File: src/rtl/intc_pkg.sv
package intc_pkg;

   localparam int DATA_W        = 32;
   localparam int REGS_PER_BANK = 6;
   localparam int MIN_STRIDE    = REGS_PER_BANK * 4;

   // word index inside one bank's window; the decoder depends on this order
   typedef enum logic [2:0] {
      REG_STAT = 3'd0,
      REG_ENAB = 3'd1,
      REG_SETP = 3'd2,
      REG_CLRP = 3'd3,
      REG_POLR = 3'd4,
      REG_MODE = 3'd5
   } reg_sel_e;

endpackage

File: src/rtl/intc_addr_dec.sv
module intc_addr_dec
   import intc_pkg::*;
#(
   parameter int NUM_BANKS   = 5,
   parameter int BANK_STRIDE = 24,
   parameter int ADDR_W      = 7
)(
   input  logic [ADDR_W-1:0]    addr,
   output logic [NUM_BANKS-1:0] bank_hit,
   output reg_sel_e             reg_sel
);

   always_comb begin
      bank_hit = '0;
      reg_sel  = REG_STAT;
      for (int b = 0; b < NUM_BANKS; b++) begin
         for (int k = 0; k < REGS_PER_BANK; k++) begin
            if (addr == ADDR_W'(b * BANK_STRIDE + 4 * k)) begin
               bank_hit[b] = 1'b1;
               reg_sel     = reg_sel_e'(3'(k));
            end
         end
      end
   end

endmodule

File: src/rtl/intc_src_bank.sv
module intc_src_bank
   import intc_pkg::*;
#(
   parameter int               SRC_W       = 32,
   parameter int               SYNC_STAGES = 2,
   parameter logic [SRC_W-1:0] MODE_RST    = '0
)(
   input  logic               clk,
   input  logic               rst_n,
   input  logic [SRC_W-1:0]   src_raw,
   input  logic               wr_en,
   input  reg_sel_e           rsel,
   input  logic [SRC_W-1:0]   wdata,
   output logic [DATA_W-1:0]  rdata,
   output logic [SRC_W-1:0]   req_vec
);

   logic [SRC_W-1:0] sync_q [SYNC_STAGES];
   logic [SRC_W-1:0] samp_d;
   logic [SRC_W-1:0] samp;
   logic [SRC_W-1:0] en_q, pol_q, mode_q, lat_q;
   logic [SRC_W-1:0] set_mask, clr_mask;
   logic [SRC_W-1:0] act, rise, fall, edge_ev, status;

   // synchronizer chain plus one history stage for edge detection
   always_ff @(posedge clk or negedge rst_n) begin
      if (!rst_n) begin
         for (int s = 0; s < SYNC_STAGES; s++) sync_q[s] <= '0;
         samp_d <= '0;
      end else begin
         sync_q[0] <= src_raw;
         for (int s = 1; s < SYNC_STAGES; s++) sync_q[s] <= sync_q[s-1];
         samp_d <= sync_q[SYNC_STAGES-1];
      end
   end

   assign samp    = sync_q[SYNC_STAGES-1];
   assign act     = ~(samp ^ pol_q);
   assign rise    = samp & ~samp_d;
   assign fall    = ~samp & samp_d;
   assign edge_ev = mode_q & ((pol_q & rise) | (~pol_q & fall));

   always_comb begin
      set_mask = '0;
      clr_mask = '0;
      if (wr_en && rsel == REG_SETP) set_mask = wdata;
      if (wr_en && rsel == REG_CLRP) clr_mask = wdata;
   end

   // configuration registers
   always_ff @(posedge clk or negedge rst_n) begin
      if (!rst_n) begin
         en_q   <= '0;
         pol_q  <= '1;
         mode_q <= MODE_RST;
      end else if (wr_en) begin
         case (rsel)
            REG_ENAB: en_q   <= wdata;
            REG_POLR: pol_q  <= wdata;
            REG_MODE: mode_q <= wdata;
            default:  ;
         endcase
      end
   end

   // pending latch: a new edge or a software set beats a clear in the same cycle
   always_ff @(posedge clk or negedge rst_n) begin
      if (!rst_n) lat_q <= '0;
      else        lat_q <= (lat_q & ~clr_mask) | edge_ev | set_mask;
   end

   assign status  = lat_q | (act & ~mode_q);
   assign req_vec = status & en_q;

   always_comb begin
      rdata = '0;
      case (rsel)
         REG_STAT: rdata[SRC_W-1:0] = status;
         REG_ENAB: rdata[SRC_W-1:0] = en_q;
         REG_POLR: rdata[SRC_W-1:0] = pol_q;
         REG_MODE: rdata[SRC_W-1:0] = mode_q;
         default:  rdata = '0;
      endcase
   end

endmodule

File: src/rtl/intc_prio_sel.sv
module intc_prio_sel #(
   parameter int NUM_BANKS = 5,
   parameter int SRC_W     = 32,
   parameter int BANK_IW   = 3,
   parameter int SRC_IW    = 5
)(
   input  logic                       clk,
   input  logic                       rst_n,
   input  logic                       timer_req,
   input  logic [NUM_BANKS*SRC_W-1:0] req_vecs,
   output logic [NUM_BANKS-1:0]       bank_req,
   output logic                       irq_valid,
   output logic                       irq_timer,
   output logic [BANK_IW-1:0]         irq_bank,
   output logic [SRC_IW-1:0]          irq_src,
   output logic                       irq_spurious
);

   logic [NUM_BANKS*SRC_IW-1:0] low_idx;
   logic                        win_any;
   logic [BANK_IW-1:0]          win_bank;
   logic [SRC_IW-1:0]           win_src;

   for (genvar b = 0; b < NUM_BANKS; b++) begin : g_find
      logic [SRC_IW-1:0] idx;
      always_comb begin
         idx = '0;
         for (int i = SRC_W - 1; i >= 0; i--)
            if (req_vecs[b*SRC_W + i]) idx = SRC_IW'(i);
      end
      assign low_idx[b*SRC_IW +: SRC_IW] = idx;
      assign bank_req[b] = |req_vecs[b*SRC_W +: SRC_W];
   end

   always_comb begin
      win_any  = 1'b0;
      win_bank = '0;
      for (int b = NUM_BANKS - 1; b >= 0; b--) begin
         if (bank_req[b]) begin
            win_any  = 1'b1;
            win_bank = BANK_IW'(b);
         end
      end
   end

   assign win_src = low_idx[win_bank*SRC_IW +: SRC_IW];

   always_ff @(posedge clk or negedge rst_n) begin
      if (!rst_n) begin
         irq_valid    <= 1'b0;
         irq_timer    <= 1'b0;
         irq_bank     <= '0;
         irq_src      <= '0;
         irq_spurious <= 1'b0;
      end else if (timer_req) begin
         irq_valid    <= 1'b1;
         irq_timer    <= 1'b1;
         irq_bank     <= '0;
         irq_src      <= '0;
         irq_spurious <= 1'b0;
      end else if (win_any) begin
         irq_valid    <= 1'b1;
         irq_timer    <= 1'b0;
         irq_bank     <= win_bank;
         irq_src      <= win_src;
         irq_spurious <= 1'b0;
      end else begin
         irq_valid    <= 1'b0;
         irq_timer    <= 1'b0;
         irq_bank     <= '0;
         irq_src      <= '0;
         irq_spurious <= 1'b1;
      end
   end

endmodule

File: src/rtl/intc_bank_top.sv
module intc_bank_top
   import intc_pkg::*;
#(
   parameter int                         NUM_BANKS   = 5,
   parameter int                         SRC_W       = 32,
   parameter int                         BANK_STRIDE = 24,
   parameter int                         SYNC_STAGES = 2,
   parameter logic [NUM_BANKS*SRC_W-1:0] MODE_RST    = 'h0000_E000,
   localparam int ADDR_W  = $clog2(NUM_BANKS * BANK_STRIDE),
   localparam int BANK_IW = (NUM_BANKS > 1) ? $clog2(NUM_BANKS) : 1,
   localparam int SRC_IW  = $clog2(SRC_W)
)(
   input  logic                       clk,
   input  logic                       rst_n,
   input  logic                       reg_wr,
   input  logic [ADDR_W-1:0]          reg_addr,
   input  logic [31:0]                reg_wdata,
   output logic [31:0]                reg_rdata,
   input  logic [NUM_BANKS*SRC_W-1:0] src_in,
   input  logic                       timer_req,
   output logic [NUM_BANKS-1:0]       bank_req,
   output logic                       irq_valid,
   output logic                       irq_timer,
   output logic [BANK_IW-1:0]         irq_bank,
   output logic [SRC_IW-1:0]          irq_src,
   output logic                       irq_spurious
);

   if (SRC_W < 2 || SRC_W > DATA_W) begin : g_bad_width
      $error("SRC_W must lie between 2 and the register width");
   end
   if (BANK_STRIDE < MIN_STRIDE || (BANK_STRIDE % 4) != 0) begin : g_bad_stride
      $error("BANK_STRIDE must be word aligned and hold six registers");
   end
   if (SYNC_STAGES < 2) begin : g_bad_sync
      $error("SYNC_STAGES must be at least 2");
   end
   if (NUM_BANKS < 1) begin : g_bad_banks
      $error("NUM_BANKS must be at least 1");
   end

   logic [NUM_BANKS-1:0]       bank_hit;
   reg_sel_e                   reg_sel;
   logic [DATA_W-1:0]          bank_rd [NUM_BANKS];
   logic [NUM_BANKS*SRC_W-1:0] req_flat;

   intc_addr_dec #(
      .NUM_BANKS   (NUM_BANKS),
      .BANK_STRIDE (BANK_STRIDE),
      .ADDR_W      (ADDR_W)
   ) u_dec (
      .addr     (reg_addr),
      .bank_hit (bank_hit),
      .reg_sel  (reg_sel)
   );

   for (genvar b = 0; b < NUM_BANKS; b++) begin : g_bank
      intc_src_bank #(
         .SRC_W       (SRC_W),
         .SYNC_STAGES (SYNC_STAGES),
         .MODE_RST    (MODE_RST[b*SRC_W +: SRC_W])
      ) u_bank (
         .clk     (clk),
         .rst_n   (rst_n),
         .src_raw (src_in[b*SRC_W +: SRC_W]),
         .wr_en   (reg_wr & bank_hit[b]),
         .rsel    (reg_sel),
         .wdata   (reg_wdata[SRC_W-1:0]),
         .rdata   (bank_rd[b]),
         .req_vec (req_flat[b*SRC_W +: SRC_W])
      );
   end

   always_comb begin
      reg_rdata = '0;
      for (int b = 0; b < NUM_BANKS; b++)
         if (bank_hit[b]) reg_rdata = reg_rdata | bank_rd[b];
   end

   intc_prio_sel #(
      .NUM_BANKS (NUM_BANKS),
      .SRC_W     (SRC_W),
      .BANK_IW   (BANK_IW),
      .SRC_IW    (SRC_IW)
   ) u_prio (
      .clk          (clk),
      .rst_n        (rst_n),
      .timer_req    (timer_req),
      .req_vecs     (req_flat),
      .bank_req     (bank_req),
      .irq_valid    (irq_valid),
      .irq_timer    (irq_timer),
      .irq_bank     (irq_bank),
      .irq_src      (irq_src),
      .irq_spurious (irq_spurious)
   );

endmodule

File: config.mk
export PLATFORM = sky130hd
export DESIGN_NAME = intc_bank_top
export DESIGN_NICKNAME = d
export VERILOG_FILES = /design/src/rtl/intc_pkg.sv /design/src/rtl/intc_addr_dec.sv /design/src/rtl/intc_src_bank.sv /design/src/rtl/intc_prio_sel.sv /design/src/rtl/intc_bank_top.sv
export SDC_FILE = /design/constraint.sdc
export NUM_CORES = 2
export LEC_CHECK = 0
export BUFFER_PORTS_ARGS = -buffer_cell sky130_fd_sc_hd__buf_2
export CORE_UTILIZATION = 48
export CTS_BUF_LIST = sky130_fd_sc_hd__clkbuf_8
export CTS_CLUSTER_DIAMETER = 60
export CTS_CLUSTER_SIZE = 30
export DETAILED_ROUTE_END_ITERATION = 10
export PLACE_DENSITY = 0.7
export SYNTH_ARGS = -nofsm -noshare
export SYNTH_HDL_FRONTEND = slang
export SYNTH_HIERARCHICAL = 1
export SYNTH_SLANG_ARGS = --single-unit
File: constraint.sdc
create_clock -name clk -period 9.2 [get_ports clk]
set_input_delay 0.92 -clock clk [delete_from_list [all_inputs] [get_ports clk]]
set_output_delay 0.92 -clock clk [all_outputs]
set_load 0.02 [all_outputs]
# [Word-level counts from Yosys, hierarchy flattened]
# Index checks and enable logic that the tools add are counted.
# W data, S select, Z words.
[word_totals] ff_bits=1131 input_bits=203 out_inout_bits=48 wordCells=470
[op_classes] mul=1 n_eq_ne=34 shifts=1 mux=258 n_bitwise=104 reduce_logical=32
[op_table] op="$and A32 B32 Y32" count=40
[op_table] op="$not A32 Y32" count=30
[op_table] op="$mux W5" count=162
[op_table] op="$or A32 B32 Y32" count=24
[op_table] op="$pmux W32 S4" count=5
[op_table] op="$mux W32" count=15
[op_table] op="$reduce_or A32 Y1" count=5
[op_table] op="$xor A32 B32 Y32" count=5
[op_table] op="$mux W3" count=33
[op_table] op="$eq A7 B7 Y1 const B" count=14
[op_table] op="$eq A7 B6 Y1 const B" count=8
[op_table] op="$mux W1" count=41
[op_table] op="$reduce_and A2 Y1" count=15
[op_table] op="$eq A7 B5 Y1 const B" count=4
[op_table] op="$shiftx A25 B7 Y5" count=1
[op_table] op="$eq A7 B4 Y1 const B" count=2
[op_table] op="$logic_and A1 B1 Y1" count=10
[op_table] op="$eq A7 B3 Y1 const B" count=1
[op_table] op="$logic_not A7 Y1" count=1
[op_table] op="$eq A3 B2 Y1 const B" count=2
[op_table] op="$eq A3 B3 Y1 const B" count=2
[op_table] op="$mul A3 B3 Y6 const B" count=1
[op_table] op="$and A1 B1 Y1" count=5
[op_table] op="$mux W2" count=2
[op_table] op="2 further kinds" count=2

# [Depth between registers and ports, before layout]
[depth] word_depth=41 ltp_mapped=11 depth_no_buf=11

# [Cells and area by module]
# The synthesis kept the hierarchy.
[modules_own_cells] mod="intc_src_bank at g_bank[1].u_bank ..." n_inst=4 cells_per_inst=747 area_each_um2=9708.1
[modules_own_cells] mod="intc_src_bank at g_bank[0].u_bank" n_inst=1 cells_per_inst=747 area_each_um2=9711.8
[modules_own_cells] mod="intc_prio_sel" n_inst=1 cells_per_inst=372 area_each_um2=2358.5
[modules_own_cells] mod="intc_bank_top" n_inst=1 cells_per_inst=121 area_each_um2=858.3
[modules_own_cells] mod="intc_addr_dec" n_inst=1 cells_per_inst=33 area_each_um2=221.5

# [Worst setup path after synthesis]
# Ideal clock, no wire load.
[synth_path] kind="in2out" startpoint="in reg_addr[5]" endpoint="out reg_rdata[10]" arrival_ns=3.627 required_ns=8.280 setup_slack_ns=4.653 cell_stages=11 path_buffers=3 cell_sequence="buf_6 nor2_1 a22oi_1 a21oi_1 buf_6 buf_4 mux2i_1 o2bb2ai_1 a211oi_1 a222oi_1 nand2_1"
[synth_lines] element="start: declaration" line="intc_bank_top.sv:16" text="input logic [ADDR_W-1:0] reg_addr,"
[synth_lines] element="end: declaration" line="intc_bank_top.sv:18" text="output logic [31:0] reg_rdata,"

==> flow_metrics.py <==
metrics = {
    "status": {
        "status": "finished, final reports clean",
    },
    "finish": {
        "nets": 4650,
        "final_area_um2": 56590,
        "drive_gt1_share_pct": 21.97,
        "final_cell_mix": "dfrtp_1, mux2_2, buf_2, nand2_1, inv_1",
        "multi_input_area_um2": 21720,
        "seqCellArea_um2": 28510,
        "syn_to_final_growth_pct": 8.870,
        "layout_commonest_cell": "dfrtp_1",
        "n_fill_cell": 9241,
    },
    "die": {
        "ios": 251,
        "fp.dieW_um": 331.1,
        "fp.dieArea_um2": 109600,
        "initial_core_util_pct": 48.49,
        "fp-row-count": 120,
        "die_h_um": 331.1,
        "core_um2": 107200,
    },
    "power": {
        "ir_drop_mv": 0.1339,
        "pwr_density_cell_nw_per_um2": 178.5,
        "total_power_uw": 10100,
        "p_leak_uw": 0.02397,
    },
    "grt": {
        "grt_max_degree": 179,
        "track_usage_pct": 27.01,
        "grt_pass1_vias": 35381,
        "grt_pass1_wl_mm": 223.8,
        "gr-total-overflow": 0,
        "antenna_found_initial": 11,
    },
    "setup_path": {
        "critPathRequiredTime_ns": 8.28,
        "slowest_stage": "a222oi_1",
        "arrival_ns": 5.01,
        "cp-end-kind": "output pin",
        "critPathTopFamily": "compound AO/OA/AOI/OAI gates",
        "critPathKind": "in2out",
        "slowest_delay_ns": 0.96,
        "critPathBufInv": 4,
        "crit_chain": "buf_2 -> and2_2 -> a22oi_1 -> a21oi_4 -> buf_4 -> buf_4 -> nor2_4 -> a211oi_1 -> a222oi_1 -> nand2_1 -> buf_2",
        "path_max_fanout": 31,
        "startpoint_type": "input pin",
    },
    "logic_synthesis": {
        "syn_avg_cell_area_um2": 12.20,
        "ys_seq_area_share_pct": 54.84,
        "yosys_most_used_dff": "dfrtp_1",
        "ys_warn_count": 6,
        "synth.distinct_cells": 75,
        "netlist_instances": 4261,
        "ys_ff_latch": 1131,
        "ys_async_sr_fraction_pct": 100.0,
        "synth_edf_count": 0,
        "synth_area_um2": 51980,
        "syn-num-nets": 4464,
    },
    "clock_network": {
        "worstSkewPairLatency_ns": 0.83,
        "cts_tree": "yes",
        "postCtsSetupBuffers": 0,
        "cts_resized": 0,
        "path_clk_slew_ns": 0.12,
        "clock_path_buffers": 3,
        "cts.htree.levels": 3,
        "root_buffer": "clkbuf_8",
        "numCtsBuffers": 96,
        "cts.sinks": 1131,
        "cts-hold-fix-buffers": 0,
    },
    "sta": {
        "rsz0062_at_grt": "false",
        "maxSlewViolCount": 0,
        "max-slew-margin-rel_pct": 19.00,
        "holdWs_ns": 0.1244,
        "final.period_utilization_pct": 64.43,
        "skew_ns": 0.07380,
        "worst_pin_slew_ns": 1.204,
        "finalSetupTns_ns": 0,
        "finalHoldViolCount": 0,
        "fmax_mhz": 168.7,
        "finalCriticalPeriod_ns": 5.928,
        "setup-violations-final": 0,
    },
    "detailed_routing": {
        "vias_per_cell": 6.137,
        "first_pass_iters": 6,
        "dr_wl_met2_mm": 66.86,
        "routedWlPerCell_um": 25.04,
        "wl_met3_mm": 11.78,
        "routed_wl_mm": 148.7,
        "vias": 36451,
        "dr.first_iter.drc_count": 3859,
        "top_layer_used": "met5",
        "drc": 0,
        "wl_met1_mm": 64.99,
        "drtAntennaViolNets": 0,
    },
    "job": {
        "maxCapViolCount": 0,
    },
    "placement": {
        "dp_hpwl_mm": 97.70,
        "place_area_um2": 54320,
        "gp_congestion": 0.9541,
        "numPortBuffers": 250,
    },
    "min_path": {
        "min_path_type": "in2async",
    },
}
flip-flops by register name, indices dropped and copies added (netlist names):
| name | flops |
|---|---|
| u_prio/irq_src | 5 |
| u_prio/irq_bank | 3 |
| g_bank.u_bank/mode_q | 160 |
| u_prio/irq_timer | 1 |
| g_bank.u_bank/sync_q | 160 |
| g_bank.u_bank/samp_d | 160 |
| u_prio/irq_valid | 1 |
| g_bank.u_bank/samp | 160 |
| g_bank.u_bank/pol_q | 160 |
| u_prio/irq_spurious | 1 |
| g_bank.u_bank/lat_q | 160 |
| g_bank.u_bank/en_q | 160 |
worst paths after layout:
check	start	end	slack, ns	depth (start not counted)
min	rst_n	g_bank[1].u_bank/sync_q[58]	0.12	1
min reg2reg	g_bank[0].u_bank/sync_q[56]	g_bank[0].u_bank/samp[24]	0.31	0
max reg2reg	g_bank[2].u_bank/pol_q[13]	u_prio/irq_src[2]	3.74	10
min in group clk	src_in[138]	g_bank[4].u_bank/sync_q[42]	0.18	1
max	reg_addr[5]	reg_rdata[15]	3.27	11
max in group asynchronous	rst_n	g_bank[2].u_bank/sync_q[41]	6.83	3
power breakdown:
part,leakage [uW],internal (uW),switching (uW)
combinational,0.00884,540,872
sequential,0.0140,5250,209
clock,0.00113,1240,1990
total,0.0240,7030,3070
synth_stat cells, types with 10 or more instances:
master,instances,area share (%)
a21boi_0,162,2.3
nor2_1,70,0.51
o22ai_1,155,1.9
nor3_1,31,0.30
a211oi_1,161,2.3
dfrtp_1,968,47
nor4_1,50,0.60
nor2b_1,165,2.0
o21a_1,11,0.16
nand2b_1,167,2.0
o21ai_0,25,0.24
inv_1,186,1.3
o31ai_1,11,0.16
buf_6,40,0.87
mux2_2,305,6.6
buf_4,31,0.45
mux2_1,175,3.8
a21oi_1,191,1.8
a31oi_1,10,0.12
buf_2,79,0.76
a221o_1,160,3.1
clkbuf_1,50,0.36
a222oi_1,32,0.62
xnor2_1,155,2.6
o2bb2ai_1,155,2.6
a22oi_1,33,0.48
mux2i_1,166,3.2
nand2_1,216,1.6
dfstp_2,163,8.2
through the flow:
stage,setup WS (ns),cells,utilization [%]
after floorplan,4.653,4261,-
after global placement,3.460,5752,50.67
after detailed placement,3.433,5752,50.67
after CTS,3.431,5932,52.77
after global routing,3.242,5935,52.78
final,3.272,5940,52.79
worst register-to-register path, cell delays in order, from the launching register on:
cell,delay [ns]
dfstp_2,0.59
xnor2_1,0.08
a21oi_1,0.29
nor2b_1,0.13
or4_1,0.58
nor4_1,1.04
o211ai_1,0.53
a21oi_1,0.80
o2111a_1,0.32
o21bai_1,0.13
a311oi_1,0.77
final cells by class:
class	instances	share of cell area, %
multi-input cells	2742	38.38
clock inverters	76	1.448
diodes	8	0.03537
inverters	188	1.247
clock buffers	104	2.529
well taps	1403	3.102
flip-flops and latches	1131	50.37
repair buffers	288	2.887
per-layer routing:
metal	GRT usage, %	vias up
met5	0	-
met4	9.124	12
met3	5.739	284
met2	40.77	1518
met1	38.65	18528
li1	-	16109
logic make-up (layout without fill, tap and decap cells):
family / count (synthesis) / in the layout / share of synthesized area (%)
compound gates: 1157 / 1157 / 16.66
flops: 1131 / 1131 / 54.84
simple gates: 783 / 783 / 8.468
mux: 646 / 646 / 13.59
buf+inv: 388 / 656 / 3.793
xor+xnor: 156 / 156 / 2.643
other cells: 0 / 8 / 0
Power figures use the tool's default switching activity.
